===== config.mk =====
export PLATFORM = sky130hd
export DESIGN_NAME = spi_dw_window
export DESIGN_NICKNAME = d
export VERILOG_FILES = /design/src/rtl/spi_dw_pkg.sv /design/src/rtl/spi_dw_decode.sv /design/src/rtl/spi_dw_lane_seq.sv /design/src/rtl/spi_dw_cs_ctrl.sv /design/src/rtl/spi_dw_window.sv
export SDC_FILE = /design/constraint.sdc
export NUM_CORES = 1
export LEC_CHECK = 0
export BUFFER_PORTS_ARGS = -buffer_cell sky130_fd_sc_hd__buf_2
export CAP_MARGIN = 20
export CORE_UTILIZATION = 48
export CTS_BUF_LIST = sky130_fd_sc_hd__clkbuf_2 sky130_fd_sc_hd__clkbuf_4 sky130_fd_sc_hd__clkbuf_8
export CTS_CLUSTER_SIZE = 20
export DETAILED_ROUTE_END_ITERATION = 16
export GPL_ROUTABILITY_DRIVEN = 0
export PLACE_DENSITY = 0.81
export RECOVER_POWER = 25
export SYNTH_ARGS = -nofsm -noshare
export SYNTH_HDL_FRONTEND = slang
export SYNTH_SLANG_ARGS = --single-unit

===== constraint.sdc =====
create_clock -name clk -period 3.5 [get_ports clk]
set_input_delay 0.35 -clock clk [delete_from_list [all_inputs] [get_ports clk]]
set_output_delay 0.35 -clock clk [all_outputs]
set_load 0.05 [all_outputs]

===== src/rtl/spi_dw_pkg.sv =====
// Shared types for the SPI direct-write window engine.
package spi_dw_pkg;
    typedef enum logic [1:0] {
        REQ_NONE = 2'd0,
        REQ_WIN  = 2'd1,
        REQ_CFG  = 2'd2
    } req_kind_t;
endpackage


===== src/rtl/spi_dw_decode.sv =====
// Address decoder: classifies a bus store as a window store, a configuration
// write or an ignored access, and derives the target chip select.
// Assumes region 0 is the register space and regions 1..NUM_CS are windows.
module spi_dw_decode
    import spi_dw_pkg::*;
#(
    parameter int ADDR_W    = 16,
    parameter int WIN_SHIFT = 12,
    parameter int NUM_CS    = 8,
    parameter int CFG_OFS   = 32'h20,
    parameter int LANES     = 4,
    localparam int CS_W     = (NUM_CS > 1) ? $clog2(NUM_CS) : 1,
    localparam int REG_W    = ADDR_W - WIN_SHIFT
) (
    input  logic [ADDR_W-1:0] addr,
    input  logic [LANES-1:0]  strb,
    output req_kind_t         kind,
    output logic [CS_W-1:0]   cs_idx
);
    logic [REG_W-1:0] region;
    logic             in_win;
    logic             at_cfg;

    assign region = addr[ADDR_W-1:WIN_SHIFT];
    assign in_win = (32'(region) >= 32'd1) && (32'(region) <= 32'(NUM_CS));
    assign at_cfg = (region == '0) &&
                    (addr[WIN_SHIFT-1:0] == WIN_SHIFT'(CFG_OFS)) && strb[0];
    assign cs_idx = CS_W'(32'(region) - 32'd1);

    // Pick the request kind; strobe-less window stores are dropped.
    always_comb begin
        if (in_win && (strb != '0)) kind = REQ_WIN;
        else if (at_cfg)            kind = REQ_CFG;
        else                        kind = REQ_NONE;
    end
endmodule


===== src/rtl/spi_dw_lane_seq.sv =====
// Lane sequencer: holds one accepted store and offers its enabled byte
// lanes, lowest first, on a valid/ready byte stream.
// Assumes load is only raised while the sequencer is empty.
module spi_dw_lane_seq #(
    parameter int LANES   = 4,
    localparam int DATA_W = LANES * 8,
    localparam int LIDX_W = (LANES > 1) ? $clog2(LANES) : 1
) (
    input  logic              clk,
    input  logic              rst_n,
    input  logic              load,
    input  logic [DATA_W-1:0] load_data,
    input  logic [LANES-1:0]  load_strb,
    input  logic              tx_ready,
    output logic              tx_valid,
    output logic [7:0]        tx_data,
    output logic              last_take
);
    logic [LANES-1:0]  mask_q;
    logic [DATA_W-1:0] data_q;
    logic [LIDX_W-1:0] idx;
    logic [LANES-1:0]  rest;

    // Find the lowest lane still pending.
    always_comb begin
        idx = '0;
        for (int i = LANES - 1; i >= 0; i--) begin
            if (mask_q[i]) idx = LIDX_W'(i);
        end
    end

    assign rest      = mask_q & ~(LANES'(1) << idx);
    assign tx_valid  = |mask_q;
    assign tx_data   = data_q[{idx, 3'b000} +: 8];
    assign last_take = tx_valid && tx_ready && (rest == '0);

    // Capture a new store or retire the lane just handed off.
    always_ff @(posedge clk) begin
        if (!rst_n) begin
            mask_q <= '0;
            data_q <= '0;
        end else if (load) begin
            mask_q <= load_strb;
            data_q <= load_data;
        end else if (tx_valid && tx_ready) begin
            mask_q <= rest;
        end
    end
endmodule


===== src/rtl/spi_dw_cs_ctrl.sv =====
// Chip-select controller: keeps the hold/release setting and drives one
// active-low select for the window being written.
// Assumes cfg_wr and start never coincide.
module spi_dw_cs_ctrl #(
    parameter int NUM_CS = 8,
    localparam int CS_W  = (NUM_CS > 1) ? $clog2(NUM_CS) : 1
) (
    input  logic              clk,
    input  logic              rst_n,
    input  logic              cfg_wr,
    input  logic              cfg_release,
    input  logic              start,
    input  logic [CS_W-1:0]   start_cs,
    input  logic              done,
    output logic [NUM_CS-1:0] cs_n
);
    logic            rel_q;
    logic            on_q;
    logic [CS_W-1:0] sel_q;

    // Track the policy bit and whether a select is asserted.
    always_ff @(posedge clk) begin
        if (!rst_n) begin
            rel_q <= 1'b0;
            on_q  <= 1'b0;
            sel_q <= '0;
        end else if (cfg_wr) begin
            rel_q <= cfg_release;
            if (cfg_release) on_q <= 1'b0;
        end else if (start) begin
            on_q  <= 1'b1;
            sel_q <= start_cs;
        end else if (done && rel_q) begin
            on_q  <= 1'b0;
        end
    end

    // One output per chip select.
    for (genvar g = 0; g < NUM_CS; g++) begin : g_cs
        assign cs_n[g] = !(on_q && (sel_q == CS_W'(g)));
    end
endmodule


===== src/rtl/spi_dw_window.sv =====
// Top of the direct-write window engine: accepts bus stores, routes window
// stores to the lane sequencer and drives the owning chip select.
// Assumes one outstanding store at a time; ready stalls all further stores.
module spi_dw_window
    import spi_dw_pkg::*;
#(
    parameter int ADDR_W    = 16,
    parameter int WIN_SHIFT = 12,
    parameter int NUM_CS    = 8,
    parameter int CFG_OFS   = 32'h20,
    localparam int LANES    = 4,
    localparam int CS_W     = (NUM_CS > 1) ? $clog2(NUM_CS) : 1
) (
    input  logic              clk,
    input  logic              rst_n,
    input  logic              bus_wr_valid,
    input  logic [ADDR_W-1:0] bus_wr_addr,
    input  logic [31:0]       bus_wr_data,
    input  logic [3:0]        bus_wr_strb,
    output logic              bus_wr_ready,
    output logic              tx_valid,
    output logic [7:0]        tx_data,
    input  logic              tx_ready,
    output logic [NUM_CS-1:0] cs_n
);
    req_kind_t       kind;
    logic [CS_W-1:0] cs_idx;
    logic            accept;
    logic            last_take;

    assign bus_wr_ready = !tx_valid;
    assign accept       = bus_wr_valid && bus_wr_ready;

    spi_dw_decode #(
        .ADDR_W(ADDR_W), .WIN_SHIFT(WIN_SHIFT), .NUM_CS(NUM_CS),
        .CFG_OFS(CFG_OFS), .LANES(LANES)
    ) u_decode (
        .addr(bus_wr_addr), .strb(bus_wr_strb), .kind(kind), .cs_idx(cs_idx)
    );

    spi_dw_lane_seq #(.LANES(LANES)) u_seq (
        .clk(clk), .rst_n(rst_n),
        .load(accept && (kind == REQ_WIN)),
        .load_data(bus_wr_data), .load_strb(bus_wr_strb),
        .tx_ready(tx_ready), .tx_valid(tx_valid), .tx_data(tx_data),
        .last_take(last_take)
    );

    spi_dw_cs_ctrl #(.NUM_CS(NUM_CS)) u_cs (
        .clk(clk), .rst_n(rst_n),
        .cfg_wr(accept && (kind == REQ_CFG)), .cfg_release(bus_wr_data[0]),
        .start(accept && (kind == REQ_WIN)), .start_cs(cs_idx),
        .done(last_take), .cs_n(cs_n)
    );
endmodule


# Yosys cells after proc, flatten, opt, wreduce, memory -nomap -nowiden
# Index checks and enable logic that the tools add are counted.
# totals
n_memories	0
out_inout_bits	18
latchBits	0
romBits	0
in_bits	56
register_bits	41
mem_bits_rw	0
# op_classes
shifts	2
n_div	0
magnitude_cmp	2
muxes	12
multipliers	0
n_reduce_logical	36
bitwise	3
eq_ne	11
addsub	1
# op_table
cell	count
32-bit by 6-bit variable part select with 8-bit output	1
1-bit logical AND	18
12-bit by 6-bit equality test with 1-bit output, second input constant	1
3-bit equality test, second input constant	4
2-bit two-way mux	6
1-bit zero test	9
4-bit zero test	2
4-bit two-way mux	2
3-bit by 2-bit equality test with 1-bit output, second input constant	2
4-bit bitwise AND	1
4-bit by 1-bit greater-or-equal comparator with 1-bit output, second input constant	1
4-bit less-or-equal comparator, second input constant	1
1-bit two-way mux	4
4-bit NOT	1
2-bit AND reduction	2
4-bit nonzero test	1
4-bit OR reduction	1
1-bit by 2-bit left shift with 4-bit output, first input constant	1
3-bit by 1-bit equality test with 1-bit output, second input constant	1
3-bit zero test	1
3-bit nonzero test	1
3-bit by 1-bit subtractor with 3-bit output, second input constant	1
2-bit by 1-bit equality test with 1-bit output, second input constant	1
2-bit equality test, second input constant	1
3 further kinds	3

# Longest topological paths before layout
# logic_depth
depth_word	13
mapped_depth	7
ltp_nobuf	6

# Cells and area by module
# From an unflattened synthesis, not the netlist that was laid out.
# unflattened
hier_cells	225
hier_area_um2	2123.3
# modules_own_cells
module	cells_per_inst	area_per_inst_um2	n_inst
spi_dw_lane_seq	176	1717.9	1
spi_dw_cs_ctrl	30	261.5	1
spi_dw_decode	16	115.1	1
spi_dw_window	3	28.8	1

# Least setup slack after synthesis
# No wires, ideal clock.
# synth_path
path_type	register to register
start	register u_seq.mask_q[0]
end	register u_seq.data_q[17]
n_path_buf	2
t_required_ns	3.368
path_stages_with_launch	7
setup_ns	0.132
t_arrival_ns	1.827
setup_slack_ns	1.540
path_cell_list	dfxtp_1 -> buf_6 -> nor4_4 -> nand2_1 -> clkbuf_1 -> o21ai_0 -> a21oi_1
# synth_between
elab_chain_cells	4
# synth_rtl
element	line	rtl
start, declared	spi_dw_lane_seq.sv:19	logic [LANES-1:0] mask_q;
start signal, assigned	spi_dw_lane_seq.sv:43	mask_q <= load_strb;
start signal, assigned	spi_dw_lane_seq.sv:46	mask_q <= rest;
4-bit OR reduction	spi_dw_lane_seq.sv:33	assign tx_valid = |mask_q;
1-bit zero test	spi_dw_window.sv:31	assign bus_wr_ready = !tx_valid;
named net bus_wr_ready	spi_dw_window.sv:20	output logic bus_wr_ready,
1-bit logical AND	spi_dw_window.sv:32	assign accept = bus_wr_valid && bus_wr_ready;
1-bit logical AND	spi_dw_window.sv:43	.load(accept && (kind == REQ_WIN)),
end signal, assigned	spi_dw_lane_seq.sv:44	data_q <= load_data;
end, declared	spi_dw_lane_seq.sv:20	logic [DATA_W-1:0] data_q;
# The timed path passes the listed nets, and every way through them passes these cells.
# A chain may end at the register's enable or synchronous reset.

# Worst setup path after layout
# layout_path
start	register u_seq.mask_q[0]
end	register u_cs.sel_q[1]
# layout_between
elab_chain_cells	6
elab_cells_between_ends	7
classes_between	bitwise: 1; reduce/logical: 6
# layout_rtl
element	line	rtl
4-bit OR reduction (*)	spi_dw_lane_seq.sv:33	
1-bit zero test (*)	spi_dw_window.sv:31	
1-bit logical AND (*)	spi_dw_window.sv:32	
1-bit logical AND	spi_dw_window.sv:51	.cfg_wr(accept && (kind == REQ_CFG)), .cfg_release(bus_wr_data[0]),
1-bit NOT (no line)	n/a	
2-bit AND reduction (no line) (*)	n/a	
end signal, assigned	spi_dw_cs_ctrl.sv:32	sel_q <= start_cs;
end, declared	spi_dw_cs_ctrl.sv:19	logic [CS_W-1:0] sel_q;
# Mark *: on every way between the ends. The rest lies on a longest branch, timed or not.

==> flow_summary.json <==
{
  "status": "finished clean",
  "synth_cell_type_count": 35,
  "synth_fp_nets": 312,
  "final_common_cell": "buf_2",
  "p_sw_w": 0.0003433,
  "antennaDiodeCount": 0,
  "synth_flop_cell": "dfxtp_1",
  "fin_total_pwr_w": 0.001083,
  "coreArea_sq_um": 4029,
  "setup_viol": 0,
  "finalWirelength_um": 5308,
  "root_buffer": "clkbuf_8",
  "fp.dieH_um": 67.23,
  "post_drt_wl_per_cell_um": 14.58,
  "sw_frac_of_total": 0.3169,
  "track_usage": 0.2486,
  "worstSetupPathType": "flip-flop to flip-flop",
  "place_ws_ns": 1.197,
  "vdd_drop_max_v": 0.0002259,
  "min_path_type": "primary input to flip-flop",
  "internal_power_w": 0.0007399,
  "insertion_delay_ns": 0.29,
  "std_cell_rows": 23,
  "synth.ff_latch_count": 41,
  "post_cts_resized": 0,
  "dr.pass1.iters": 5,
  "area_delta_synth_final_pct": 20.65,
  "final_cell_mix": "buf_2 (64), dfxtp_1 (41), nand3_1 (37), a21oi_1 (37), o21ai_0 (33)",
  "clock_sinks": 41,
  "grt_max_degree": 40,
  "numCtsBuffers": 5,
  "ant_nets": 0,
  "synth-seq-area-share": 0.4020,
  "rsz0062_at_grt": "no",
  "grt_pass1_wl_um": 8480,
  "drv_cap": 0,
  "comb_power_share": 0.228,
  "cp_max_fo": 33,
  "finalClockSkew_ns": 0.007126,
  "leakagePower_nw": 0.9953,
  "grt_pass1_vias": 1944,
  "post_cts_buffers": 0,
  "setup-tns-final_ns": 0,
  "finalCriticalPeriod_ns": 2.646,
  "register_area_sq_um": 820.8,
  "hold_viol": 0,
  "htree_levels": 2,
  "drc": 0,
  "critical_path.startpoint": "u_seq.mask_q[0]$_SDFFE_PN0P_",
  "worstPathArrival_ns": 2.81,
  "avgSynthCellArea_sq_um": 8.071,
  "die_w_um": 67.23,
  "dr_wl_met3_um": 420,
  "slew_violations": 0,
  "dr.first_iter.drc_count": 214,
  "relSlewSlack": 0.4112,
  "stdcell_area_sq_um": 2464,
  "route.met2.wl_um": 2573,
  "pin_count": 74,
  "io_buffers": 73,
  "cts_buffer_depth": 2,
  "synth_enable_flop_cells": 0,
  "cp_data_required_time_ns": 3.67,
  "vias": 2145,
  "nets": 373,
  "cts_tree": "yes",
  "reg2reg_slack_ns": 0.85,
  "syn_area_sq_um": 2042,
  "post_drt_via_cell_ratio": 5.893,
  "cts_hold_buf": 0,
  "critPathLaunchType": "flip-flop",
  "yosysWarnings": 0,
  "die_area_sq_um": 4519,
  "final_util": 0.6115,
  "met1_length_um": 2258,
  "p_per_area_nw_per_um2": 439.7,
  "place_hpwl_um": 3602,
  "seqPwrFrac": 0.478,
  "clkTransAtPathRegs_ns": 0.07,
  "setup_ws_ns": 0.8537,
  "tightest_slew_ns": 0.8811,
  "clock.fmax_mhz": 377.9,
  "antenna_found_initial": 0,
  "postPlaceCellArea_sq_um": 2400,
  "syn_inst": 253,
  "clockPowerShare": 0.294,
  "async_flop_share": 0,
  "top_layer_used": "met4",
  "critPathCaptureType": "flip-flop",
  "hold_start": "bus_wr_addr[12]",
  "grt_overflow": 0,
  "start_util": 0.5068,
  "multi_input_area_sq_um": 1060,
  "drive_gt1_frac": 0.2580,
  "fillers": 383,
  "post-route-period-util": 0.7561,
  "reg2reg_from": "u_seq.mask_q[0]$_SDFFE_PN0P_"
}
## synthesized netlist by cell type (3+ instances only)
cell type / number / area share
nand2_1: 21 / 0.039
nand4_1: 3 / 0.0092
nor2_1: 6 / 0.011
a222oi_1: 8 / 0.039
dfxtp_1: 41 / 0.40
a211oi_1: 4 / 0.015
clkbuf_1: 10 / 0.018
inv_1: 7 / 0.013
o21ai_0: 33 / 0.081
nor4_1: 3 / 0.0092
ha_1: 3 / 0.018
nand3_1: 37 / 0.091
a21oi_1: 37 / 0.091
nor2b_1: 4 / 0.012
buf_2: 8 / 0.020
## metrics by stage
stage | instances | hold slack (ns)
finish | 364 | 0.2672
global route | 364 | 0.2707
CTS | 364 | 0.2676
detailed placement | 357 | 0.4567
global placement | 356 | 0.4483
floorplan | 253 | 0.4299
## worst max-delay path, cell delays in order, from the launching register on
cell      delay (ns)
dfxtp_1         0.41
nor4_1          0.76
nand2_1         0.75
nor2_1          0.48
a211oi_1        0.12
## area by class of cell
cell class              instances  share of cell area
flip-flops and latches         41              0.3332
well taps                      50             0.02539
repair buffers                 77              0.1640
inverters                       7             0.01067
multi-input cells             182              0.4302
clock buffers                   7             0.03657
## registers in the layout, summed over array words and instances, names as in the netlist
signal / cells
u_cs.sel_q: 3
u_cs.on_q: 1
u_seq.mask_q: 4
u_seq.data_q: 32
u_cs.rel_q: 1
## cell families after synthesis
family | Yosys count | synth area share
compound gates | 91 | 0.2635
simple gates | 86 | 0.2292
flops | 41 | 0.4020
buf+inv | 30 | 0.07843
fa+ha+maj | 3 | 0.01838
xor+xnor | 2 | 0.008580
## worst paths after layout
path                                                    to  cells after the start
worst max register to register  u_cs.sel_q[1]$_SDFFE_PN0P_                      4
worst min-delay path            u_cs.sel_q[0]$_SDFFE_PN0P_                      2
worst max-delay path            u_cs.sel_q[1]$_SDFFE_PN0P_                      4
worst min register to register     u_cs.rel_q$_SDFFE_PN0P_                      2
## layer usage
layer	GRT usage	vias up
li1	-	1050
met1	0.2996	986
met2	0.4225	105
met3	0.05236	4
met4	0.1090	0
met5	0	-
## power groups by stage
stage	Sequential, W	Clock (W)	Combinational, W
finish	0.000518	0.000319	0.000247
CTS	0.000518	0.000320	0.000248
floorplan	0.000520	0	0.000187
global placement	0.000527	0	0.000241
global route	0.000521	0.000336	0.000269
detailed placement	0.000529	0	0.000247
Power figures use the tool's default switching activity.
